<file path="src/rtl/ptimer_pkg.sv">
package ptimer_pkg;
  localparam int REG_AW = 2;
  localparam logic [REG_AW-1:0] ADDR_MODE  = 2'd0;
  localparam logic [REG_AW-1:0] ADDR_COUNT = 2'd1;
  localparam logic [REG_AW-1:0] ADDR_TRIG  = 2'd2;
  localparam int CASC_BIT = 3;

  typedef enum logic [2:0] {
    M_TCINT   = 3'd0,
    M_ONESHOT = 3'd1,
    M_RATE    = 3'd2,
    M_SQUARE  = 3'd3,
    M_SWSTB   = 3'd4,
    M_HWSTB   = 3'd5,
    M_EVENT   = 3'd6
  } tmr_mode_e;

  typedef enum logic [1:0] {
    ST_IDLE   = 2'd0,
    ST_RUN    = 2'd1,
    ST_STROBE = 2'd2
  } tmr_state_e;
endpackage

</file>
<file path="src/rtl/ptimer_ctrl.sv">
module ptimer_ctrl import ptimer_pkg::*; #(
  parameter int CNT_W = 16
) (
  input  logic              clk,
  input  logic              rst_n,
  input  logic              wr_en,
  input  logic [REG_AW-1:0] wr_addr,
  input  logic [CNT_W-1:0]  wr_data,
  output tmr_mode_e         mode,
  output logic              casc_sel,
  output logic [CNT_W-1:0]  reload,
  output logic              mode_wr,
  output logic              count_wr,
  output logic              sw_trig
);
  assign mode_wr  = wr_en && (wr_addr == ADDR_MODE);
  assign count_wr = wr_en && (wr_addr == ADDR_COUNT);
  assign sw_trig  = wr_en && (wr_addr == ADDR_TRIG);

  always_ff @(posedge clk) begin
    if (!rst_n) begin
      mode     <= M_TCINT;
      casc_sel <= 1'b0;
      reload   <= '0;
    end else begin
      if (mode_wr) begin
        mode     <= (wr_data[2:0] == 3'd7) ? M_TCINT : tmr_mode_e'(wr_data[2:0]);
        casc_sel <= wr_data[CASC_BIT];
      end
      if (count_wr) reload <= wr_data;
    end
  end
endmodule

</file>
<file path="src/rtl/ptimer_tick.sv">
module ptimer_tick import ptimer_pkg::*; (
  input  logic      clk,
  input  logic      rst_n,
  input  logic      cnt_en,
  input  logic      casc_in,
  input  logic      gate_in,
  input  logic      casc_sel,
  input  tmr_mode_e mode,
  output logic      tick,
  output logic      gate_rise
);
  logic gate_q;

  always_ff @(posedge clk) begin
    if (!rst_n) gate_q <= 1'b0;
    else        gate_q <= gate_in;
  end

  assign gate_rise = gate_in && !gate_q;

  always_comb begin
    if (mode == M_EVENT) tick = gate_rise;
    else if (casc_sel)   tick = casc_in;
    else                 tick = cnt_en;
  end
endmodule

</file>
<file path="src/rtl/ptimer_core.sv">
module ptimer_core import ptimer_pkg::*; #(
  parameter int CNT_W = 16
) (
  input  logic             clk,
  input  logic             rst_n,
  input  tmr_mode_e        mode,
  input  logic [CNT_W-1:0] reload,
  input  logic [CNT_W-1:0] wr_data,
  input  logic             mode_wr,
  input  logic             count_wr,
  input  logic             sw_trig,
  input  logic             gate_rise,
  input  logic             tick,
  output logic [CNT_W-1:0] count,
  output tmr_state_e       state,
  output logic             irq
);
  localparam logic [CNT_W-1:0] ONE = CNT_W'(1);

  logic waits_trigger, load, trig, at_end;

  assign waits_trigger = (mode == M_ONESHOT) || (mode == M_HWSTB);
  assign load   = count_wr && !waits_trigger;
  assign trig   = ((mode == M_ONESHOT) && (sw_trig || gate_rise)) ||
                  ((mode == M_HWSTB) && gate_rise);
  assign at_end = (count == ONE);

  always_ff @(posedge clk) begin
    if (!rst_n) begin
      count <= '0;
      state <= ST_IDLE;
      irq   <= 1'b0;
    end else begin
      irq <= 1'b0;
      if (mode_wr) begin
        state <= ST_IDLE;
      end else if (load) begin
        count <= wr_data;
        state <= ST_RUN;
      end else if (trig) begin
        count <= reload;
        state <= ST_RUN;
      end else if (tick) begin
        case (state)
          ST_RUN: begin
            if (at_end) begin
              case (mode)
                M_TCINT, M_EVENT: begin
                  count <= '0;
                  state <= ST_IDLE;
                  irq   <= 1'b1;
                end
                M_RATE, M_SQUARE: count <= reload;
                M_SWSTB, M_HWSTB: begin
                  count <= '0;
                  state <= ST_STROBE;
                end
                default: begin
                  count <= '0;
                  state <= ST_IDLE;
                end
              endcase
            end else begin
              count <= count - ONE;
            end
          end
          ST_STROBE: state <= ST_IDLE;
          default: ;
        endcase
      end
    end
  end

  // without a tick or a write the count does not move
  assert_hold_R8: assert property (@(posedge clk) disable iff (!rst_n)
    (!tick && !load && !trig) |=> $stable(count));

  // the interrupt request lasts one clock
  assert_irq_pulse_R2: assert property (@(posedge clk) disable iff (!rst_n)
    irq |=> !irq);

  // only the interrupt and event modes raise a request
  assert_irq_mode_R9: assert property (@(posedge clk) disable iff (!rst_n)
    irq |-> (mode == M_TCINT || mode == M_EVENT));

  // the rate generator reloads after the tick at count 1
  assert_rate_reload_R4: assert property (@(posedge clk) disable iff (!rst_n)
    (state == ST_RUN && mode == M_RATE && tick && at_end && !mode_wr && !load && !trig)
      |=> (count == $past(reload)));

  // the strobe phase persists until a tick
  assert_strobe_hold_R6: assert property (@(posedge clk) disable iff (!rst_n)
    (state == ST_STROBE && !tick && !mode_wr && !load && !trig) |=> (state == ST_STROBE));

  // a trigger reloads the stored value and starts the run
  assert_trig_load_R3: assert property (@(posedge clk) disable iff (!rst_n)
    (trig && !mode_wr && !load) |=> (count == $past(reload) && state == ST_RUN));
endmodule

</file>
<file path="src/rtl/ptimer_wave.sv">
module ptimer_wave import ptimer_pkg::*; #(
  parameter int CNT_W = 16
) (
  input  tmr_mode_e        mode,
  input  tmr_state_e       state,
  input  logic [CNT_W-1:0] count,
  input  logic [CNT_W-1:0] reload,
  output logic             tmr_out
);
  localparam int EFF_W = CNT_W + 1;

  logic [EFF_W-1:0] eff_cnt, eff_rel, half;

  assign eff_cnt = {(count == '0), count};
  assign eff_rel = {(reload == '0), reload};
  assign half    = eff_rel >> 1;

  always_comb begin
    tmr_out = 1'b1;
    case (state)
      ST_RUN: begin
        case (mode)
          M_RATE:           tmr_out = (count != CNT_W'(1));
          M_SQUARE:         tmr_out = (eff_cnt > half);
          M_SWSTB, M_HWSTB: tmr_out = 1'b1;
          default:          tmr_out = 1'b0;
        endcase
      end
      ST_STROBE: tmr_out = 1'b0;
      default:   tmr_out = 1'b1;
    endcase
  end
endmodule

</file>
<file path="src/rtl/prog_interval_timer.sv">
module prog_interval_timer import ptimer_pkg::*; #(
  parameter int CNT_W = 16
) (
  input  logic              clk,
  input  logic              rst_n,
  input  logic              wr_en,
  input  logic [REG_AW-1:0] wr_addr,
  input  logic [CNT_W-1:0]  wr_data,
  input  logic              cnt_en,
  input  logic              casc_in,
  input  logic              gate_in,
  output logic [CNT_W-1:0]  rd_count,
  output logic              tmr_out,
  output logic              irq
);
  tmr_mode_e        mode;
  tmr_state_e       state;
  logic             casc_sel, mode_wr, count_wr, sw_trig, tick, gate_rise;
  logic [CNT_W-1:0] reload, count;

  ptimer_ctrl #(.CNT_W(CNT_W)) u_ctrl (
    .clk(clk), .rst_n(rst_n), .wr_en(wr_en), .wr_addr(wr_addr), .wr_data(wr_data),
    .mode(mode), .casc_sel(casc_sel), .reload(reload),
    .mode_wr(mode_wr), .count_wr(count_wr), .sw_trig(sw_trig)
  );

  ptimer_tick u_tick (
    .clk(clk), .rst_n(rst_n), .cnt_en(cnt_en), .casc_in(casc_in), .gate_in(gate_in),
    .casc_sel(casc_sel), .mode(mode), .tick(tick), .gate_rise(gate_rise)
  );

  ptimer_core #(.CNT_W(CNT_W)) u_core (
    .clk(clk), .rst_n(rst_n), .mode(mode), .reload(reload), .wr_data(wr_data),
    .mode_wr(mode_wr), .count_wr(count_wr), .sw_trig(sw_trig), .gate_rise(gate_rise),
    .tick(tick), .count(count), .state(state), .irq(irq)
  );

  ptimer_wave #(.CNT_W(CNT_W)) u_wave (
    .mode(mode), .state(state), .count(count), .reload(reload), .tmr_out(tmr_out)
  );

  assign rd_count = count;
endmodule

</file>
<file path="config.mk">
export PLATFORM = sky130hd
export DESIGN_NAME = prog_interval_timer
export DESIGN_NICKNAME = d
export VERILOG_FILES = /design/src/rtl/ptimer_pkg.sv /design/src/rtl/ptimer_ctrl.sv /design/src/rtl/ptimer_tick.sv /design/src/rtl/ptimer_core.sv /design/src/rtl/ptimer_wave.sv /design/src/rtl/prog_interval_timer.sv
export SDC_FILE = /design/constraint.sdc
export NUM_CORES = 1
export LEC_CHECK = 0
export CAP_MARGIN = 0
export CORE_UTILIZATION = 49
export CTS_CLUSTER_SIZE = 20
export DETAILED_ROUTE_END_ITERATION = 8
export HOLD_SLACK_MARGIN = 0.12
export PLACE_DENSITY = 0.77
export SETUP_SLACK_MARGIN = 0.3
export SYNTH_ARGS = -nofsm -noshare
export SYNTH_HDL_FRONTEND = slang
export SYNTH_SLANG_ARGS = --single-unit
</file>
<file path="constraint.sdc">
create_clock -name clk -period 2.2 [get_ports clk]
set_input_delay 0.55 -clock clk [delete_from_list [all_inputs] [get_ports clk]]
set_output_delay 0.55 -clock clk [all_outputs]
set_load 0.01 [all_outputs]
</file>
* After elaboration in Yosys (flattened, before gate mapping)
Index checks and enable logic that the tools add are counted.
** Word-level totals
- Bits of input ports :: 24
- Bits in registers :: 40
- Logic and storage cells :: 79
- Output and inout port bits :: 18
** Cells by class
- Reductions and logical operators :: 29
- Mux-type cells :: 18
- Equal/unequal tests :: 17
- Order comparisons :: 1
- Add/sub/neg operators :: 1
- Bitwise operators :: 5
** Operators with widths (number)
- $mux W16 :: 6
- $logic_not A16 Y1 :: 2
- $gt A17 B16 Y1 :: 1
- $eq A16 B1 Y1 const B :: 1
- $ne A16 B1 Y1 const B :: 1
- $sub A16 B1 Y16 const B :: 1
- $eq A3 B3 Y1 const B :: 4
- $pmux W2 S2 :: 2
- $reduce_and A4 Y1 :: 2
- $reduce_or A2 Y1 :: 4
- $logic_and A1 B1 Y1 :: 7
- $reduce_or A7 Y1 :: 1
- $eq A3 B2 Y1 const B :: 2
- $mux W1 :: 6
- $reduce_bool A3 Y1 :: 2
- $not A1 Y1 :: 5
- $eq A2 B1 Y1 const B :: 2
- $eq A2 B2 Y1 const B :: 2
- $ne A4 B1 Y1 const B :: 1
- $ne A4 B2 Y1 const B :: 1
- $reduce_bool A4 Y1 :: 1
- $reduce_or A4 Y1 :: 1
- $eq A3 B1 Y1 const B :: 1
- $logic_not A3 Y1 :: 1
- 11 further kinds :: 14

* Longest topological paths before layout
Gate-level depths: netlist of run 1.
- Depth in word-level cells :: 8
- Gate-level depth with buffers :: 9
- Mapped depth without buffers :: 9

* Modules after synthesis
From an unflattened synthesis of run 1, not the netlist that was laid out.
** Second synthesis, totals
- Cell total of the unflattened synthesis :: 357
- Area, all modules :: 2820.2 sq um
** By module, submodules not included
- ptimer_core :: seq. area each 380.4 sq um, area each 1450.1 sq um, times used 1, cells each 180
- ptimer_ctrl :: seq. area each 400.4 sq um, area each 774.5 sq um, times used 1, cells each 94
- ptimer_wave :: seq. area each 0.0 sq um, area each 529.3 sq um, times used 1, cells each 77
- ptimer_tick :: seq. area each 20.0 sq um, area each 66.3 sq um, times used 1, cells each 6

* Worst setup path after synthesis of run 1
OpenSTA, ideal clock, no wires.
- Kind :: flip-flop to output port
- Start point :: reg u_ctrl.reload[1]
- End point :: out tmr_out
- Data arrival time :: 1.895 ns
- Path buffers :: 0
- Slack :: -0.245 ns
- Required time :: 1.650 ns
- Cell stages (with the launch flop) :: 10
- Cell sequence :: dfxtp_1 nor4_1 nand4_1 ha_1 nand2_1 nor3_1 a211oi_1 nand3_1 a31oi_1 a211oi_1
** On the way
- Word-level cells in the longest chain between the ends :: 4
** Ends and longest elaborated chain
- start, declared :: RTL line ptimer_ctrl.sv:11 : output logic [CNT_W-1:0] reload,
- start signal, assigned :: RTL line ptimer_ctrl.sv:30 : if (count_wr) reload <= wr_data;
- $logic_not A16 Y1 :: RTL line ptimer_wave.sv:15 : assign eff_rel = {(reload == '0), reload};
- $gt A17 B16 Y1 * :: RTL line ptimer_wave.sv:24 : M_SQUARE: tmr_out = (eff_cnt > half);
- $pmux W1 S3 * :: RTL line ptimer_wave.sv:22 : case (mode)
- $pmux W1 S2 * :: RTL line ptimer_wave.sv:20 : case (state)
- end, declared :: RTL line prog_interval_timer.sv:13 : output logic tmr_out,
Mark *: on every way between the ends. The rest lies on a longest branch, timed or not.

* Final worst setup path of run 1
- Start point :: reg u_ctrl.reload[13]
- End point :: out tmr_out
Same word-level chain as after synthesis.

==> results of run 1 <==
area by class of cell:
type	instances	area, µm²	share of cell area
Sequential cell	40	831	0.185
Multi-Input combinational cell	278	2170	0.484
Tap cell	70	87.6	0.0195
Clock buffer	6	72.6	0.0162
Inverter	18	67.6	0.0151
Timing Repair Buffer	134	1250	0.279
Clock inverter	1	5.00	0.00112
per-layer routing:
metal	track usage	vias up
met1	0.385	1701
li1	-	1508
met2	0.589	344
met4	0.165	0
met5	0	-
met3	0.0599	101
repair_timing:
item	in CTS	in global routing
setup endpoints to repair	27	28
pin swaps	17	18
setup buffers	13	6
resized for setup	72	82
cloned	2	0
worst max-delay path by stage:
stage | start | endpoint | slack [ns] | depth (start not counted)
final | u_ctrl.reload[13] | tmr_out | -0.96 | 10
after global placement | u_ctrl.reload[8] | tmr_out | -0.65 | 10
after floorplan | u_ctrl.reload[4] | tmr_out | 0.008 | 9
after CTS | u_ctrl.reload[11] | tmr_out | -0.67 | 10
after detailed placement | u_ctrl.reload[8] | tmr_out | -0.79 | 10
after global routing | u_ctrl.reload[13] | tmr_out | -1.04 | 10
critical path, cell delays in order, from the launching register on:
cell and delay (ns):
dfxtp_1 0.44, buf_4 0.18, inv_1 0.05, ha_1 0.30, nand2_1 0.15, nor2_1 0.06, a2111oi_1 0.43, nor2_1 0.12
o21ai_2 0.28, a211oi_2 0.13, buf_2 0.15
metrics by stage:
step,util,cells
after floorplan,-,353
after global placement,0.713,519
after detailed placement,0.713,519
after CTS,0.797,541
after global routing,0.862,547
final,0.862,547
flip-flops by register name, indices dropped and copies added, names as in the netlist:
register         cells
u_core.count        16
u_ctrl.reload       16
u_ctrl.mode          3
u_core.state         2
u_core.irq           1
u_ctrl.casc_sel      1
u_tick.gate_q        1
cell usage in the layout (no fill, tap or decap), types with 9 or more instances in the layout:
master	Yosys	routed
inv_1	18	18
dfxtp_1	40	26
ha_1	20	18
nor2_1	21	14
buf_4	0	77
a21boi_0	20	20
a21oi_2	1	14
o21ai_2	1	9
nand3_1	17	16
nand2_1	69	67
dfxtp_2	0	9
clkdlybuf4s50_1	0	22
dlymetal6s2s_1	0	9
power groups by stage:
| stage | logic (mW) | clock network [mW] | registers [mW] |
|---|---|---|---|
| 2_1_floorplan | 0.595 | 0 | 0.865 |
| 3_3_place_gp | 1.06 | 0 | 0.828 |
| 3_5_place_dp | 1.09 | 0 | 0.830 |
| 4_1_cts | 1.21 | 0.485 | 0.823 |
| 5_1_grt | 1.70 | 0.538 | 0.838 |
| 6_report | 1.63 | 0.508 | 0.836 |
logic make-up after synthesis:
| logic type | Yosys count | synth area share |
|---|---|---|
| simple gates | 153 | 0.288 |
| compound gates | 90 | 0.219 |
| flops | 40 | 0.297 |
| buf+inv | 35 | 0.0538 |
| fa+ha+maj | 20 | 0.0927 |
| xor+xnor | 13 | 0.0422 |
| mux | 2 | 0.00788 |
==> impl_metrics.toml, run 1 <==
[critical_path]
start_kind = "flip-flop"
critPathKind = "reg2out"
worstPathRequired_ns = 1.65
r2r_setup_slack_ns = 0.10
worstPathArrival_ns = 2.61
reg2reg_from = "u_core.count[6]"
crit_fanout = 3
reg2regPathDepth = 11
timing.rr.end = "u_core.count[14]"
cp-end-kind = "output pin"

[timing]
finalHoldViolCount = 0
setup_viol = 1
maxSlewHeadroom = 0.679
setup_tns_ns = -0.958
min_period_ns = 3.16
holdWs_ns = 0.511
fmax_mhz = 317
slew_viol_final = 0
clock_skew_ns = 0.00513
post-route-period-util = 1.44
fin_ws_ns = -0.958
tightestPinTransition_ns = 0.478
rsz0062_at_grt = "true"

[clocking]
ctsHoldBuffers = 0
cts_tree = "yes"
cts_htree_levels = 2
cts_buffer_depth = 2
clock_sinks = 40
clock_latency_ns = 0.31
cts-root-buf = "clkbuf_8"
cts_made_buffers = 5
clk_pin_slew_worst_paths_ns = 0.08

[placed_design]
dpl_cell_area_um2 = 3710
dp_hpwl_um = 6010
pre_cts_ws_ns = -0.794
place_congestion = 0.920
port_buffers = 41

[yosys]
syn_area_um2 = 2700
synth_top_area_frac = 0.297
synth_edf_count = 0
ys_async_sr_fraction = 0
yosysSeqAreaShare = 0.297
synth_seq_cells = 40
ys_top_cells_by_area = "dfxtp_1 30%, nand2_1 9.6%, ha_1 9.3%, a21boi_0 5.6%, a21oi_1 4.3%"
yosysTopAreaCell = "dfxtp_1"
syn_inst = 353
yosysUniqueCellTypes = 48
synth_top_flop_cell = "dfxtp_1"
yosysWarningCount = 0
syn_area_per_cell_um2 = 7.65
syn-num-nets = 397
synthTopCellsByCount = "69 x nand2_1, 40 x dfxtp_1, 23 x a21oi_1"
yosysMostFrequentCell = "nand2_1"

[final_layout]
fillers = 248
drive_gt1_frac = 0.394
area_growth_pct = 66.2
final_nets = 521
final_cell_area_um2 = 4490
diodes = 0

[drt]
routed.top_layer = "met4"
antenna_left = 0
met2_length_um = 5770
drt-total-wl_um = 12500
wl_met3_um = 1410
drt_iter0_drc = 383
drcViolationCount = 0
viasPerCell = 6.68
num_vias = 3654
firstDrtPassIters = 6
wl_per_cell_um = 22.9
met1_length_um = 4350

[power_and_ir_drop]
p_sw_mw = 1.22
power_frac_clock = 0.171
ir_drop_mv = 0.461
power.density_nw_per_um2 = 662
power.total_mw = 2.97
swShare = 0.412
combPwrFrac = 0.548
internal-power_mw = 1.75
p_leak_nw = 1.93
power_frac_seq = 0.281

[floorplan]
die_area_um2 = 5810
start_util = 0.519
die_w_um = 76.2
core_um2 = 5200
die_y_um = 76.2
num_rows = 26
boundaryPins = 42

[global_route]
grt_pass1_wl_um = 15400
grt_max_degree = 49
overflow = 0
grt_pass1_vias = 3155
antenna_found_initial = 0
track_usage = 0.334

[run_status]
status = "complete, but fails checks"
violations = "negative setup slack"

[run]
maxCapViolCount = 0

[worst_hold_path]
worstHoldStart = "u_ctrl.casc_sel"
hp-class = "reg2reg"
min_to = "u_ctrl.casc_sel"
holdPathStages = 2
(Power assumes the default switching activity.)
==> run 2: changes to the inputs <==
--- a/config.mk
+++ b/config.mk
@@ -6,11 +6,13 @@
 export NUM_CORES = 1
 export LEC_CHECK = 0
 export CAP_MARGIN = 0
-export CORE_UTILIZATION = 49
+export CELL_PAD_IN_SITES_DETAIL_PLACEMENT = 1
+export CELL_PAD_IN_SITES_GLOBAL_PLACEMENT = 2
+export CORE_UTILIZATION = 34
 export CTS_CLUSTER_SIZE = 20
 export DETAILED_ROUTE_END_ITERATION = 8
 export HOLD_SLACK_MARGIN = 0.12
-export PLACE_DENSITY = 0.77
+export PLACE_DENSITY_LB_ADDON = 0.1
 export SETUP_SLACK_MARGIN = 0.3
 export SYNTH_ARGS = -nofsm -noshare
 export SYNTH_HDL_FRONTEND = slang
==> constraint.sdc (replaced) <==
create_clock -name clk -period 3.9 [get_ports clk]
set_input_delay 0.975 -clock clk [delete_from_list [all_inputs] [get_ports clk]]
set_output_delay 0.975 -clock clk [all_outputs]
set_load 0.01 [all_outputs]
==> run 2 against run 1 <==
Compared with the run above:
- the flow now finishes without violations
- register-to-register slack better by 1.4 ns
- via count fell by 25%
- power down 52%
- first-iteration DRC count decreased by 65%
- combinational power down 67%
- final cell count is 9.1% lower
- count of clock-buffer cells in the layout shrank 1
- wire length down 29%
- flip-flop and latch count unchanged
- core utilization down 42 points
- critical path depth is the same
- critical path type unchanged
==> impl_metrics.toml, run 2 (synthesis gave the netlist of run 1 again) <==
[floorplan]
num_rows = 32
start_util = 0.351
boundaryPins = 42
die_w_um = 91.1
die_y_um = 91.1
core_um2 = 7690
die_area_um2 = 8300

[final_layout]
diodes = 0
final_cell_area_um2 = 3400
reg.largest.list = "u_core.count: 16 flops, u_ctrl.reload: 16 flops, u_ctrl.mode: 3 flops"
final_nets = 439
fillers = 969
area_growth_pct = 25.9
fin_cells = 497
final_cell_mix = "69 x nand2_1, 40 x dfxtp_1, 39 x clkdlybuf4s50_1"
drive_gt1_frac = 0.0835
final_common_cell = "nand2_1"
multi_input_area_um2 = 1790
regArea_um2 = 801

[power_and_ir_drop]
power_frac_seq = 0.344
combPwrFrac = 0.370
swShare = 0.352
ir_drop_mv = 0.209
power.total_mw = 1.43
power_frac_clock = 0.286
p_sw_uw = 504
internal-power_uw = 926
power.density_nw_per_um2 = 421
p_leak_nw = 1.23

[critical_path]
cp-end-kind = "output pin"
critPathKind = "reg2out"
start_kind = "flip-flop"
slowest_delay_ns = 0.36
crit_fanout = 4
crit_slowest_cell = "dfxtp_1"
critPathTopFamily = "simple AND/OR/NAND/NOR gates"
worstPathRequired_ns = 2.92
crit_chain = "nor4_2 -> nand4_1 -> ha_1 -> nand2_1 -> nor3_4 -> a211oi_1 -> nand3_1 -> a31oi_1 -> a211oi_1 -> clkbuf_2"
crit_buf_inv = 1
worstPathArrival_ns = 2.36
crit_top_cell = "a211oi_1"

[drt]
antenna_left = 0
drt-total-wl_um = 8940
viasPerCell = 5.52
drcViolationCount = 0
drt_iter0_drc = 133
firstDrtPassIters = 4
num_vias = 2745
wl_per_cell_um = 18.0

[worst_hold_path]
hp-class = "reg2reg"

[global_route]
overflow = 0
antenna_found_initial = 0
grt_max_degree = 32
grt_pass1_vias = 2634
grt_pass1_wl_um = 14600
track_usage = 0.226

[timing]
maxSlewHeadroom = 0.486
finalHoldViolCount = 0
fin_ws_ns = 0.563
setup_tns_ns = 0
slew_viol_final = 0
post-route-period-util = 0.856
setup_viol = 0
tightestPinTransition_ns = 0.771
fmax_mhz = 300
rsz0062_at_grt = "false"
clock_skew_ns = 0.00882
min_period_ns = 3.34

[clocking]
ctsHoldBuffers = 0
cts-root-buf = "clkbuf_8"
clock_sinks = 40
clk_pin_slew_worst_paths_ns = 0.08
cts_made_buffers = 5
post_cts_buffers = 0
clock_latency_ns = 0.30
cts_buffer_depth = 2
cts_htree_levels = 2
cts_tree = "yes"

[placed_design]
dp_hpwl_um = 6760
dpl_cell_area_um2 = 3240
place_congestion = 0.810
port_buffers = 41
placedCellCount = 490
pre_cts_ws_ns = 0.258

[run]
maxCapViolCount = 0

[run_status]
status = "complete, no violations"
[run 2: cell count changes in the layout (fill, tap and decap cells not counted), sizes merged, moves of 2 or more]
cell / previous run / this run
bufinv: 0 / 2
clkdlybuf4s50: 22 / 39
buf: 93 / 12
dlygate4sd2: 7 / 0
dlymetal6s2s: 9 / 0
clkbuf: 8 / 6
[run 2: routing by layer]
layer	up-vias	wire [µm]	track usage
met1	1331	4670	0.351
met5	-	0	0
li1	1348	-	-
met2	60	3800	0.326
met4	0	81	0.0357
met3	6	392	0.0377
[run 2: power groups by stage]
stage	sequential (mW)	clock (mW)	combinational, mW
after floorplan	0.488	0	0.331
after global placement	0.498	0	0.520
after detailed placement	0.500	0	0.518
after CTS	0.491	0.415	0.526
after global routing	0.498	0.428	0.588
final	0.491	0.409	0.530
[run 2: path summary, 6_finish.rpt]
| check | from | to | slack (ns) | depth (start not counted) |
|---|---|---|---|---|
| worst min register to register | u_ctrl.casc_sel | u_ctrl.casc_sel | 0.48 | 2 |
| worst max register to register | u_core.count[0] | u_core.count[8] | 1.49 | 6 |
| worst max-delay path | u_ctrl.reload[4] | tmr_out | 0.56 | 10 |
| worst min-delay path | u_ctrl.casc_sel | u_ctrl.casc_sel | 0.48 | 2 |
[run 2: final cells by class]
cell class	count	share of cell area
Clock buffer	5	0.0203
Clock inverter	2	0.0177
Inverter	18	0.0199
Multi-Input combinational cell	278	0.527
Sequential cell	40	0.236
Tap cell	102	0.0376
Timing Repair Buffer	52	0.142
[run 2: stage by stage]
stage,hold slack [ns],utilization
global route,0.510,0.442
finish,0.485,0.442
detailed placement,0.468,0.421
global placement,0.462,0.421
CTS,0.480,0.441
floorplan,0.450,-
[run 2: timing repair]
action                                 in CTS  in global routing
pin swaps                                   0                  2
setup endpoints to repair                   1                  1
endpoints found under the hold margin       0                  0
resized for setup                           5                  4
[run 2: worst min-delay path: cells and delay by family (launching register included)]
| kind | cells | cell delay, ns |
|---|---|---|
| flops | 1 | 0.32 |
| compound gates | 1 | 0.07 |
| simple gates | 1 | 0.05 |
==> run 3: changes to the inputs <==
--- a/config.mk
+++ b/config.mk
@@ -13,6 +13,7 @@
 export DETAILED_ROUTE_END_ITERATION = 8
 export HOLD_SLACK_MARGIN = 0.12
 export PLACE_DENSITY_LB_ADDON = 0.1
+export RECOVER_POWER = 50
 export SETUP_SLACK_MARGIN = 0.3
 export SYNTH_ARGS = -nofsm -noshare
 export SYNTH_HDL_FRONTEND = slang
==> run 3 against run 2 <==
Compared with the run above:
- maximum frequency about the same
- first-iteration DRC count shrank 1.5%
- non-clock buffer count did not move
- wire length is 0.27% lower
- critical endpoint unchanged
- largest cell class unchanged
- largest power group unchanged
- highest routed layer unchanged
==> impl_metrics.toml, run 3 (synthesis gave the netlist of run 1 again) <==
[run_status]
status = "complete, no violations"

[worst_hold_path]
hp-class = "reg2reg"
worstHoldStart = "u_ctrl.casc_sel"

[floorplan]
start_util = 0.351
num_rows = 32
die_w_um = 91.1
boundaryPins = 42
core_um2 = 7690
die_y_um = 91.1
die_area_um2 = 8300

[final_layout]
final_common_cell = "nand2_1"
fillers = 971
final_nets = 439
reg.largest.list = "u_core.count: 16 flops, u_ctrl.reload: 16 flops, u_ctrl.mode: 3 flops"
drive_gt1_frac = 0.0759
final_cell_mix = "69 x nand2_1, 40 x dfxtp_1, 30 x clkdlybuf4s50_1"
area_growth_pct = 25.5
diodes = 0

[timing]
setup_viol = 0
fmax_mhz = 299
maxSlewHeadroom = 0.165
clock_skew_ns = 0.0105
min_period_ns = 3.34
tightestPinTransition_ns = 1.25
fin_ws_ns = 0.561
finalHoldViolCount = 0
setup_tns_ns = 0
slew_viol_final = 0
rsz0062_at_grt = "false"
post-route-period-util = 0.856

[critical_path]
worstPathRequired_ns = 2.92
reg2reg_from = "u_core.count[0]"
crit_top_cell = "a211oi_1"
crit_chain = "nor4_2 -> nand4_1 -> ha_1 -> nand2_1 -> nor3_4 -> a211oi_1 -> nand3_1 -> a31oi_1 -> a211oi_1 -> clkbuf_2"
critPathKind = "reg2out"
crit_slowest_cell = "dfxtp_1"
cp-end-kind = "output pin"
crit_buf_inv = 1
crit_fanout = 4
cp-startpoint = "u_ctrl.reload[4]"
slowest_delay_ns = 0.36
start_kind = "flip-flop"
worstPathArrival_ns = 2.36
critPathTopFamily = "simple AND/OR/NAND/NOR gates"

[drt]
num_vias = 2732
drt-total-wl_um = 8920
drcViolationCount = 0
wl_per_cell_um = 17.9
antenna_left = 0
viasPerCell = 5.50
drt_iter0_drc = 131
firstDrtPassIters = 4

[power_and_ir_drop]
p_leak_nw = 1.25
ir_drop_mv = 0.209
power.density_nw_per_um2 = 421

[global_route]
grt_pass1_vias = 2634
grt_max_degree = 32
track_usage = 0.226
overflow = 0
antenna_found_initial = 0
grt_pass1_wl_um = 14600

[clocking]
clock_latency_ns = 0.30
clk_pin_slew_worst_paths_ns = 0.08
cts_made_buffers = 5
ctsHoldBuffers = 0
cts_buffer_depth = 2
cts_tree = "yes"
cts_htree_levels = 2
cts-root-buf = "clkbuf_8"
clock_sinks = 40

[placed_design]
pre_cts_ws_ns = 0.258
dp_hpwl_um = 6760
port_buffers = 41
place_congestion = 0.810

[run]
maxCapViolCount = 0
[run 3: worst register-to-register path, stage by stage (launching register included)]
cell and delay [ns]:
dfxtp_1 0.56, ha_1 0.21, nor4b_2 0.30, nand4_4 0.18, o21ai_2 0.68, a21oi_1 0.22, o22ai_1 0.20
[run 3: final timing paths]
kind                            cells past startpoint  slack [ns]              end
worst max register to register                      6        1.46  u_core.count[8]
worst min register to register                      2        0.49  u_ctrl.casc_sel
worst max-delay path                               10        0.56          tmr_out
worst min-delay path                                2        0.49  u_ctrl.casc_sel
[run 3: final cells by class]
cell class / instances / area [µm²] / share of cell area
Tap cell: 102 / 128 / 0.0377
Clock inverter: 2 / 60.1 / 0.0177
Inverter: 18 / 67.6 / 0.0199
Multi-Input combinational cell: 278 / 1790 / 0.528
Clock buffer: 5 / 68.8 / 0.0203
Timing Repair Buffer: 52 / 474 / 0.140
Sequential cell: 40 / 801 / 0.236
[run 3: routing by layer]
metal	vias up	routed length, µm	track usage
met5	-	0	0
met4	0	81	0.0357
met3	6	363	0.0377
met2	59	3730	0.326
met1	1319	4740	0.351
li1	1348	-	-
[run 3: where the power goes]
part / internal, mW / leakage [nW] / switching (mW) / total [mW]
Combinational: 0.235 / 0.858 / 0.290 / 0.525
Sequential: 0.435 / 0.326 / 0.0560 / 0.491
Clock: 0.252 / 0.0642 / 0.157 / 0.409
Total: 0.922 / 1.25 / 0.503 / 1.43
[run 3: what timing repair did]
action	in CTS	in global routing
pin swaps	0	2
resized for setup	5	4
setup endpoints to repair	1	1
buffers inserted	0	0
[run 3: stage by stage]
| stage | util | instances | instance area [µm²] | total power, mW | hold WS (ns) |
|---|---|---|---|---|---|
| 4_1_cts | 0.441 | 497 | 3390 | 1.43 | 0.480 |
| 3_5_place_dp | 0.421 | 490 | 3240 | 1.02 | 0.468 |
| 3_3_place_gp | 0.421 | 490 | 3240 | 1.02 | 0.462 |
| 2_1_floorplan | - | 353 | 2700 | 0.819 | 0.450 |
| 6_report | 0.441 | 497 | 3390 | 1.43 | 0.490 |
| 5_1_grt | 0.441 | 497 | 3390 | 1.51 | 0.516 |
